$ cat config.mk
export PLATFORM = sky130hd
export DESIGN_NAME = ep_pktbuf
export DESIGN_NICKNAME = d
export VERILOG_FILES = /design/src/rtl/ep_pktbuf.sv
export SDC_FILE = /design/constraint.sdc
export NUM_CORES = 2
export LEC_CHECK = 0
export CAP_MARGIN = 20
export CORE_MARGIN = 2
export CORE_UTILIZATION = 60
export DETAILED_ROUTE_END_ITERATION = 8
export HOLD_SLACK_MARGIN = 0.02
export PLACE_DENSITY = 0.76
export SYNTH_ARGS = -nofsm -noshare
export SYNTH_HDL_FRONTEND = slang
export SYNTH_SLANG_ARGS = --single-unit
$ cat constraint.sdc
create_clock -name clk -period 4.82 [get_ports clk]
set_clock_uncertainty 0.15 [all_clocks]
set_input_delay 0.723 -clock clk [delete_from_list [all_inputs] [get_ports clk]]
set_output_delay 0.723 -clock clk [all_outputs]
set_load 0.01 [all_outputs]
$ cat src/rtl/ep_pktbuf.sv
module ep_pktbuf #(
  parameter int DEPTH = 128,
  parameter int DW    = 8
) (
  input  logic          clk,
  input  logic          rst_n,
  input  logic          cfg_split,
  input  logic          cfg_out_dir,
  input  logic          cfg_dbuf_in,
  input  logic          cfg_dbuf_out,
  input  logic          bus_wr,
  input  logic [DW-1:0] bus_wdata,
  input  logic          bus_commit,
  input  logic          bus_rd,
  input  logic          bus_release,
  output logic [DW-1:0] bus_rdata,
  output logic          bus_ovf,
  output logic          bus_unf,
  input  logic          ep_push,
  input  logic [DW-1:0] ep_wdata,
  input  logic          ep_commit,
  input  logic          ep_pop,
  input  logic          ep_release,
  output logic [DW-1:0] ep_rdata,
  output logic          ep_ovf,
  output logic          ep_unf
);

  localparam int AW = $clog2(DEPTH);
  localparam int HALF = DEPTH / 2;
  localparam logic [AW:0] ONE = (AW+1)'(1);

  // channel 0 = IN (bus produces), channel 1 = OUT (endpoint produces)
  logic [DW-1:0] mem [DEPTH];

  logic [3:0] cfg_now, cfg_q;
  logic       flush;
  assign cfg_now = {cfg_split, cfg_out_dir, cfg_dbuf_in, cfg_dbuf_out};
  assign flush   = cfg_now != cfg_q;

  logic          act   [2];
  logic          dbl   [2];
  logic [AW:0]   ssize [2];
  logic [AW-1:0] base  [2];

  logic          pwr  [2];
  logic          pcm  [2];
  logic          crd  [2];
  logic          crl  [2];
  logic [DW-1:0] pdat [2];

  assign pwr[0]  = bus_wr;
  assign pwr[1]  = ep_push;
  assign pcm[0]  = bus_commit;
  assign pcm[1]  = ep_commit;
  assign crd[0]  = ep_pop;
  assign crd[1]  = bus_rd;
  assign crl[0]  = ep_release;
  assign crl[1]  = bus_release;
  assign pdat[0] = bus_wdata;
  assign pdat[1] = ep_wdata;

  logic [AW:0] cnt  [2][2];
  logic        cmt  [2][2];
  logic        wsl  [2];
  logic        rsl  [2];
  logic [AW:0] roff [2];

  logic          wr_ok [2];
  logic          rd_ok [2];
  logic          cm_ok [2];
  logic          rl_ok [2];
  logic          ovf   [2];
  logic          unf   [2];
  logic [AW-1:0] waddr [2];
  logic [AW-1:0] raddr [2];

  logic [DW-1:0] rdq   [2];
  logic          ovf_q [2];
  logic          unf_q [2];

  logic [AW:0] region;
  assign region = cfg_split ? (AW+1)'(HALF) : (AW+1)'(DEPTH);

  always_comb begin
    act[0]  = cfg_split | ~cfg_out_dir;
    act[1]  = cfg_split |  cfg_out_dir;
    dbl[0]  = cfg_dbuf_in;
    dbl[1]  = cfg_split ? cfg_dbuf_out : cfg_dbuf_in;
    base[0] = '0;
    base[1] = cfg_split ? AW'(HALF) : '0;
    for (int c = 0; c < 2; c++) begin
      ssize[c] = region >> dbl[c];
    end
  end

  always_comb begin
    for (int c = 0; c < 2; c++) begin
      wr_ok[c] = !flush && act[c] && pwr[c] && !cmt[c][wsl[c]]
                 && (cnt[c][wsl[c]] < ssize[c]);
      ovf[c]   = !flush && act[c] && pwr[c] && !wr_ok[c];
      rd_ok[c] = !flush && act[c] && crd[c] && cmt[c][rsl[c]]
                 && (roff[c] < cnt[c][rsl[c]]);
      unf[c]   = !flush && act[c] && crd[c] && !rd_ok[c];
      cm_ok[c] = !flush && act[c] && pcm[c] && !cmt[c][wsl[c]];
      rl_ok[c] = !flush && act[c] && crl[c] && cmt[c][rsl[c]];
      waddr[c] = base[c] + (wsl[c] ? ssize[c][AW-1:0] : '0)
                 + cnt[c][wsl[c]][AW-1:0];
      raddr[c] = base[c] + (rsl[c] ? ssize[c][AW-1:0] : '0)
                 + roff[c][AW-1:0];
    end
  end

  always_ff @(posedge clk) begin
    for (int c = 0; c < 2; c++) begin
      if (wr_ok[c]) mem[waddr[c]] <= pdat[c];
    end
  end

  always_ff @(posedge clk or negedge rst_n) begin
    if (!rst_n) begin
      cfg_q <= '0;
      for (int c = 0; c < 2; c++) begin
        wsl[c]   <= 1'b0;
        rsl[c]   <= 1'b0;
        roff[c]  <= '0;
        rdq[c]   <= '0;
        ovf_q[c] <= 1'b0;
        unf_q[c] <= 1'b0;
        for (int s = 0; s < 2; s++) begin
          cnt[c][s] <= '0;
          cmt[c][s] <= 1'b0;
        end
      end
    end else begin
      cfg_q <= cfg_now;
      for (int c = 0; c < 2; c++) begin
        ovf_q[c] <= ovf[c];
        unf_q[c] <= unf[c];
        if (flush) begin
          wsl[c]  <= 1'b0;
          rsl[c]  <= 1'b0;
          roff[c] <= '0;
          for (int s = 0; s < 2; s++) begin
            cnt[c][s] <= '0;
            cmt[c][s] <= 1'b0;
          end
        end else begin
          if (act[c] && crd[c])
            rdq[c] <= rd_ok[c] ? mem[raddr[c]] : '0;
          if (rl_ok[c]) begin
            cmt[c][rsl[c]] <= 1'b0;
            cnt[c][rsl[c]] <= '0;
            roff[c]        <= '0;
            if (dbl[c]) rsl[c] <= ~rsl[c];
          end else if (rd_ok[c]) begin
            roff[c] <= roff[c] + ONE;
          end
          if (wr_ok[c]) cnt[c][wsl[c]] <= cnt[c][wsl[c]] + ONE;
          if (cm_ok[c]) begin
            cmt[c][wsl[c]] <= 1'b1;
            if (dbl[c]) wsl[c] <= ~wsl[c];
          end
        end
      end
    end
  end

  assign ep_rdata  = rdq[0];
  assign bus_rdata = rdq[1];
  assign bus_ovf   = ovf_q[0];
  assign ep_ovf    = ovf_q[1];
  assign ep_unf    = unf_q[0];
  assign bus_unf   = unf_q[1];

  for (genvar g = 0; g < 2; g++) begin : g_chk
    a_r4_one_step: assert property (@(posedge clk) disable iff (!rst_n)
      rd_ok[g] && !rl_ok[g] |=> roff[g] == $past(roff[g]) + ONE);
    a_r4_drain_limit: assert property (@(posedge clk) disable iff (!rst_n)
      !flush |-> roff[g] <= cnt[g][rsl[g]]);
    a_r5_slot_bound: assert property (@(posedge clk) disable iff (!rst_n)
      !flush |-> cnt[g][0] <= ssize[g] && cnt[g][1] <= ssize[g]);
    a_r5_drop_keeps: assert property (@(posedge clk) disable iff (!rst_n)
      ovf[g] && !rl_ok[g] |=> $stable(cnt[g][0]) && $stable(cnt[g][1]));
    a_r6_empty_zero: assert property (@(posedge clk) disable iff (!rst_n)
      unf[g] |=> rdq[g] == '0 && unf_q[g]);
    a_r7_single_slot: assert property (@(posedge clk) disable iff (!rst_n)
      !flush && !dbl[g] |-> !wsl[g] && !rsl[g]);
    a_r10_flush_clear: assert property (@(posedge clk) disable iff (!rst_n)
      flush |=> cnt[g][0] == '0 && cnt[g][1] == '0 && !cmt[g][0]
                && !cmt[g][1] && roff[g] == '0);
  end

endmodule

---- Yosys cells after proc, flatten, opt, wreduce, memory -nomap -nowiden ----
Memory sizes are Yosys's and may differ from the RTL's.
Index checks and enable logic that the tools add are counted.
word-level totals
  output and inout bits ................... 20
  register bits ........................... 80
  memory bits (writable) .................. 1,024
  input port bits ......................... 30
  memories kept ........................... 1
operators by class
  shift-type cells ........................ 2
  add/subtract/negate cells ............... 10
  bitwise gates (word level) .............. 22
  reductions and logical operators ........ 53
  equal/unequal tests ..................... 1
  mux-type cells .......................... 89
  $lt $le $gt $ge ......................... 12
memory list
  memory  words  bits a word  read ports  clocked after memory_dff  wr ports  RTL line  RTL
  mem     128    8            2           0                         2         34        logic [DW-1:0] mem [DEPTH];
operators with widths
  cell                                                                          number
  8-bit 2-to-1 mux                                                              25
  16-bit 2-to-1 mux                                                             8
  7-bit adder                                                                   6
  7-bit 2-to-1 mux                                                              5
  1-bit 2-to-1 mux                                                              33
  8-bit by 1-bit adder with 8-bit output, second input constant                 4
  16-bit bitwise AND                                                            2
  16-bit bitwise mux                                                            2
  8-bit demux with 1-bit select                                                 4
  1-bit logical AND                                                             32
  8-bit less-than comparator                                                    4
  16-bit inverter                                                               2
  2-bit 2-to-1 mux                                                              8
  8-bit by 1-bit right shift with 8-bit output                                  2
  2-bit AND reduction                                                           6
  2-bit nonzero test                                                            6
  2-bit greater-or-equal comparator, second input constant                      4
  2-bit by 1-bit less-than comparator with 1-bit output, second input constant  4
  1-bit inverter with 2-bit output                                              4
  1-bit zero test                                                               7
  1-bit inverter                                                                6
  3-bit nonzero test                                                            2
  2-bit bitwise AND                                                             2
  1-bit demux with 1-bit select                                                 4
  4 further kinds                                                               7

---- Depth between registers and ports, before layout ----
  depth in word-level cells ............... 12
  depth in mapped cells ................... 14
  gate-level depth less buffers ........... 11

---- Least setup slack after synthesis ----
No wires, ideal clock.
  path type ............................... input port to flip-flop
  from .................................... in cfg_split
  to ...................................... mem mem[6][0] (enable)
  path slack .............................. 0.582 ns
  data arrival time ....................... 3.712 ns
  setup time .............................. 0.376 ns
  path buffers ............................ 4
  cell stages on the path ................. 14
  cells stage by stage .................... buf_6 -> mux2_4 -> inv_1 -> ha_1 -> inv_1 -> ha_1 -> a21boi_0 -> o21ai_1 -> nand3_4 -> or3_1 -> buf_4 -> buf_6 -> buf_1 -> o22ai_1
RTL lines
  what         RTL line  RTL
  from (decl)  7         input logic cfg_split,
  to (decl)    34

---- Worst setup path in the final report ----
  from .................................... in cfg_split
  to ...................................... reg rdq (netlist bit bus_rdata[4])
between the ends
  word-level cells in the longest chain between the ends .. 7
  elaborated cells on any way between the ends .. 19
  those cells by class .................... add/sub (2); eq/ne (1); shift (1); mux (5); bitwise (2); reduce/logical (7); memory (1)
ends and longest elaborated chain
  what                                                                             RTL line  RTL
  8-bit 2-to-1 mux (tied with other cells)                                         83        assign region = cfg_split ? (AW+1)'(HALF) : (AW+1)'(DEPTH);
  8-bit by 1-bit right shift with 8-bit output or 1-bit zero test (tied branches)  93, 102
  7-bit 2-to-1 mux or 1-bit logical AND (tied branches)                            109, 102
  7-bit adder or 1-bit logical AND (tied branches)                                 109, 102
  7-bit adder or 1-bit logical AND (tied branches)                                 110, 102
  memory 128 x 8 bit or 1-bit logical AND (tied branches)                          --
  8-bit 2-to-1 mux                                                                 150       rdq[c] <= rd_ok[c] ? mem[raddr[c]] : '0;
  to (signal, indexed assignment)                                                  150
  to (decl)                                                                        78        logic [DW-1:0] rdq [2];
Parallel ways exist; a longest one is shown, timed or not.
A chain may end at the register's enable or synchronous reset.

==> results.py <==
metrics = {
    "clocking": {
        "cts_sinks": 1104,
        "tritoncts": "built",
        "clkLatencyLatePin_ns": 0.75,
        "root_buffer": "clkbuf_16",
        "htree_levels": 3,
        "cts_resized": 0,
        "clockBufferDepth": 3,
        "cts_made_buffers": 117,
        "clkTransAtPathRegs_ns": 0.07,
        "cts_setup_buffers": 0,
    },
    "outcome": {
        "outcome": "finished, final reports clean",
    },
    "worst_setup_path": {
        "reg2regPathDepth": 9,
        "end_kind": "flop",
        "path_max_fanout": 13,
        "r2r-start": "rsl[0]",
        "r2r_slack_ns": 0.88,
        "critPathArrivalTime_ns": 4.80,
        "crit_start": "cfg_split",
        "r2r_end": "bus_rdata[4]",
        "start_kind": "input pin",
        "crit_type": "in -> reg",
        "required_ns": 5.31,
    },
    "global_route": {
        "grt_pass1_wl_um": 327100,
        "antenna_found_initial": 11,
        "grt-ovfl-total": 0,
        "track_usage_pct": 38.55,
        "grt_pass1_vias": 46071,
        "grt_max_degree": 129,
    },
    "layout": {
        "post-route-util_pct": 67.07,
        "finalNonFillerCells": 6233,
        "multi_input_area_um2": 33340,
        "area_delta_synth_final_pct": 10.57,
        "fill_cells": 7864,
        "finalNetCount": 4689,
        "drive_gt1_share_pct": 42.52,
        "regArea_um2": 32780,
    },
    "hold_path": {
        "hp-class": "in -> async",
    },
    "floorplan": {
        "rows": 123,
        "initial_core_util_pct": 60.66,
        "fp.dieH_um": 342.0,
        "io_pins": 50,
        "core_um2": 113000,
        "dieArea_um2": 116900,
        "die_w_um": 342.0,
    },
    "yosys": {
        "synth-simple-area-share_pct": 5.899,
        "yosysTopAreaCellShare_pct": 44.87,
        "synth_warnings": 0,
        "synth-compound-area-share_pct": 6.739,
        "avgSynthCellArea_um2": 14.80,
        "yosys_register_bits": 1104,
        "yosys.area.top_type": "edfxtp_1",
        "synth_top_cells_by_area": "edfxtp_1 45%, mux2_2 15%, mux4_2 13%, mux2i_1 4.8%, dfrtp_1 2.9%",
        "synth-main-ff-cell": "edfxtp_1",
        "syn_area_um2": 68530,
        "netlist_top_cells_count": "1024 x edfxtp_1, 904 x mux2_2, 396 x mux4_2",
        "async_flop_share_pct": 7.246,
        "yosysSeqAreaShare_pct": 47.79,
        "synth_mux_area_share_pct": 34.88,
        "synth_top_family_by_area": "multiplexers",
        "synth_cells": 4631,
        "synth_fa_ha_area_share_pct": 0.5660,
        "synthDistinctLibCells": 78,
        "synthXorXnorAreaFrac_pct": 0.4601,
        "synth_edf_count": 1024,
        "syn_nets": 4692,
        "yosysMostFrequentCell": "edfxtp_1",
    },
    "sta": {
        "rsz0062_at_grt": "false",
        "fmax_mhz": 231.9,
        "timing.slew.headroom_pct": 15.32,
        "setup_viol": 0,
        "hold_violations": 0,
        "tightest_slew_ns": 1.270,
        "fin_crit_sh_pct": 89.47,
        "slew_violations": 0,
        "final.min_clock_period_ns": 4.313,
    },
    "detailed_routing": {
        "routedWlPerCell_um": 36.37,
        "firstDrtPassIters": 8,
        "vias": 47674,
        "drtIter0Drc": 7591,
        "viasPerCell": 7.649,
        "totalWireLength_um": 226700,
        "drc": 0,
        "antenna_left": 0,
    },
    "placement": {
        "dp_cells": 6004,
        "gp_congestion": 0.9599,
        "hpwl_um": 144700,
        "port_buffers": 49,
    },
    "flow_run": {
        "drv_cap": 0,
    },
    "power_and_ir_drop": {
        "p_leak_nw": 25.36,
        "p_per_area_nw_per_um2": 277.0,
        "peakVddDrop_uv": 294.6,
    },
}
==> worst max-delay path, stage by stage <==
cell	delay (ns)
clkdlybuf4s50_1	0.59
mux2_4	0.37
ha_1	0.23
and2_1	0.20
ha_1	0.21
xnor2_1	0.44
xnor2_1	0.18
xnor2_2	0.20
buf_4	0.27
nor3_1	0.76
nor4_1	0.20
o41ai_1	0.40
==> flip-flops by register name (all words and copies together) (netlist names) <==
name,cells
ep_unf,1
bus_unf,1
cfg_q,4
cnt,32
cmt,4
bus_rdata,8
mem,1024
ep_ovf,1
ep_rdata,8
wsl,2
roff,16
rsl,2
bus_ovf,1
==> final cells by class <==
class | instances | area share (%)
Timing Repair Buffer | 384 | 4.895
Multi-Input combinational cell | 2997 | 44.01
Clock inverter | 78 | 1.146
Clock buffer | 143 | 4.089
Tap cell | 1500 | 2.477
Inverter | 24 | 0.1189
Antenna cell | 3 | 0.009908
Sequential cell | 1104 | 43.26
==> what timing repair did <==
item,4_1_cts,5_1_grt
setup endpoints to repair,0,0
endpoints found under the hold margin,43,0
hold buffers,1,0
==> stage by stage <==
stage / setup WS (ns) / setup TNS, ns / hold slack, ns / total power, mW / instance area, um2
4_1_cts: 0.7465 / 0 / 0.3822 / 20.96 / 75650
3_5_place_dp: -0.005895 / -0.04540 / 0.3941 / 11.61 / 71670
3_3_place_gp: 0.001605 / 0 / 0.3767 / 11.58 / 71670
5_1_grt: 0.4996 / 0 / 0.3913 / 21.38 / 75760
2_1_floorplan: 0.5818 / 0 / 0.2774 / 11.29 / 68530
6_report: 0.5073 / 0 / 0.3711 / 20.99 / 75770
==> cell families after synthesis <==
kind of cell / after synthesis
compound gates: 656
simple gates: 515
buf+inv: 530
xor+xnor: 32
flops: 1104
mux: 1763
fa+ha+maj: 31
==> how the worst max path moves through the flow <==
stage                   endpoint  slack (ns)  depth (start not counted)
finish              bus_rdata[4]        0.51                         12
CTS                 bus_rdata[4]        0.75                         12
global route        bus_rdata[4]        0.50                         12
floorplan              mem[6][0]        0.58                         14
detailed placement   mem[100][3]      -0.006                         10
global placement     mem[100][7]       0.002                         10
==> metal layers <==
layer,part of all wire [%],vias to the layer above,wire length (um),global-route usage [%]
li1,-,18841,-,-
met2,43,3987,98340,55.95
met3,15,742,34470,13.23
met4,5.5,14,12360,18.31
met1,36,24090,81410,52.26
met5,0.042,-,96,0
==> power by group <==
part           switching (mW)  total, mW  internal, mW
Clock                    4.02       9.54          5.51
Combinational           0.591      0.986         0.394
Sequential            0.00269       10.5          10.5
==> cell usage in the layout, fill, tap and decap left out, types with 17 or more instances in the layout <==
cell             count
a21oi_1             71
nor2_8              85
mux2_1             131
buf_4              294
mux4_2             396
nor2_1              95
buf_12              53
a211oi_1            19
o21ai_0             85
clkinv_2            25
dfrtp_1             72
nor3_1              18
ha_1                31
mux2_2             904
a221oi_1           132
clkbuf_16          119
a22oi_1             72
clkdlybuf4s50_1     32
mux2i_1            331
o221ai_1            28
and2_1              17
o22ai_1            154
nand2_1            106
inv_1               19
nor2b_1             20
nor2_4              24
edfxtp_1          1024
a31oi_1             19
nand3_1             43
nor2_2              20
clkbuf_1            21
xnor2_1             19
bufinv_16           18
clkinv_1            24
Power figures use the tool's default switching activity.
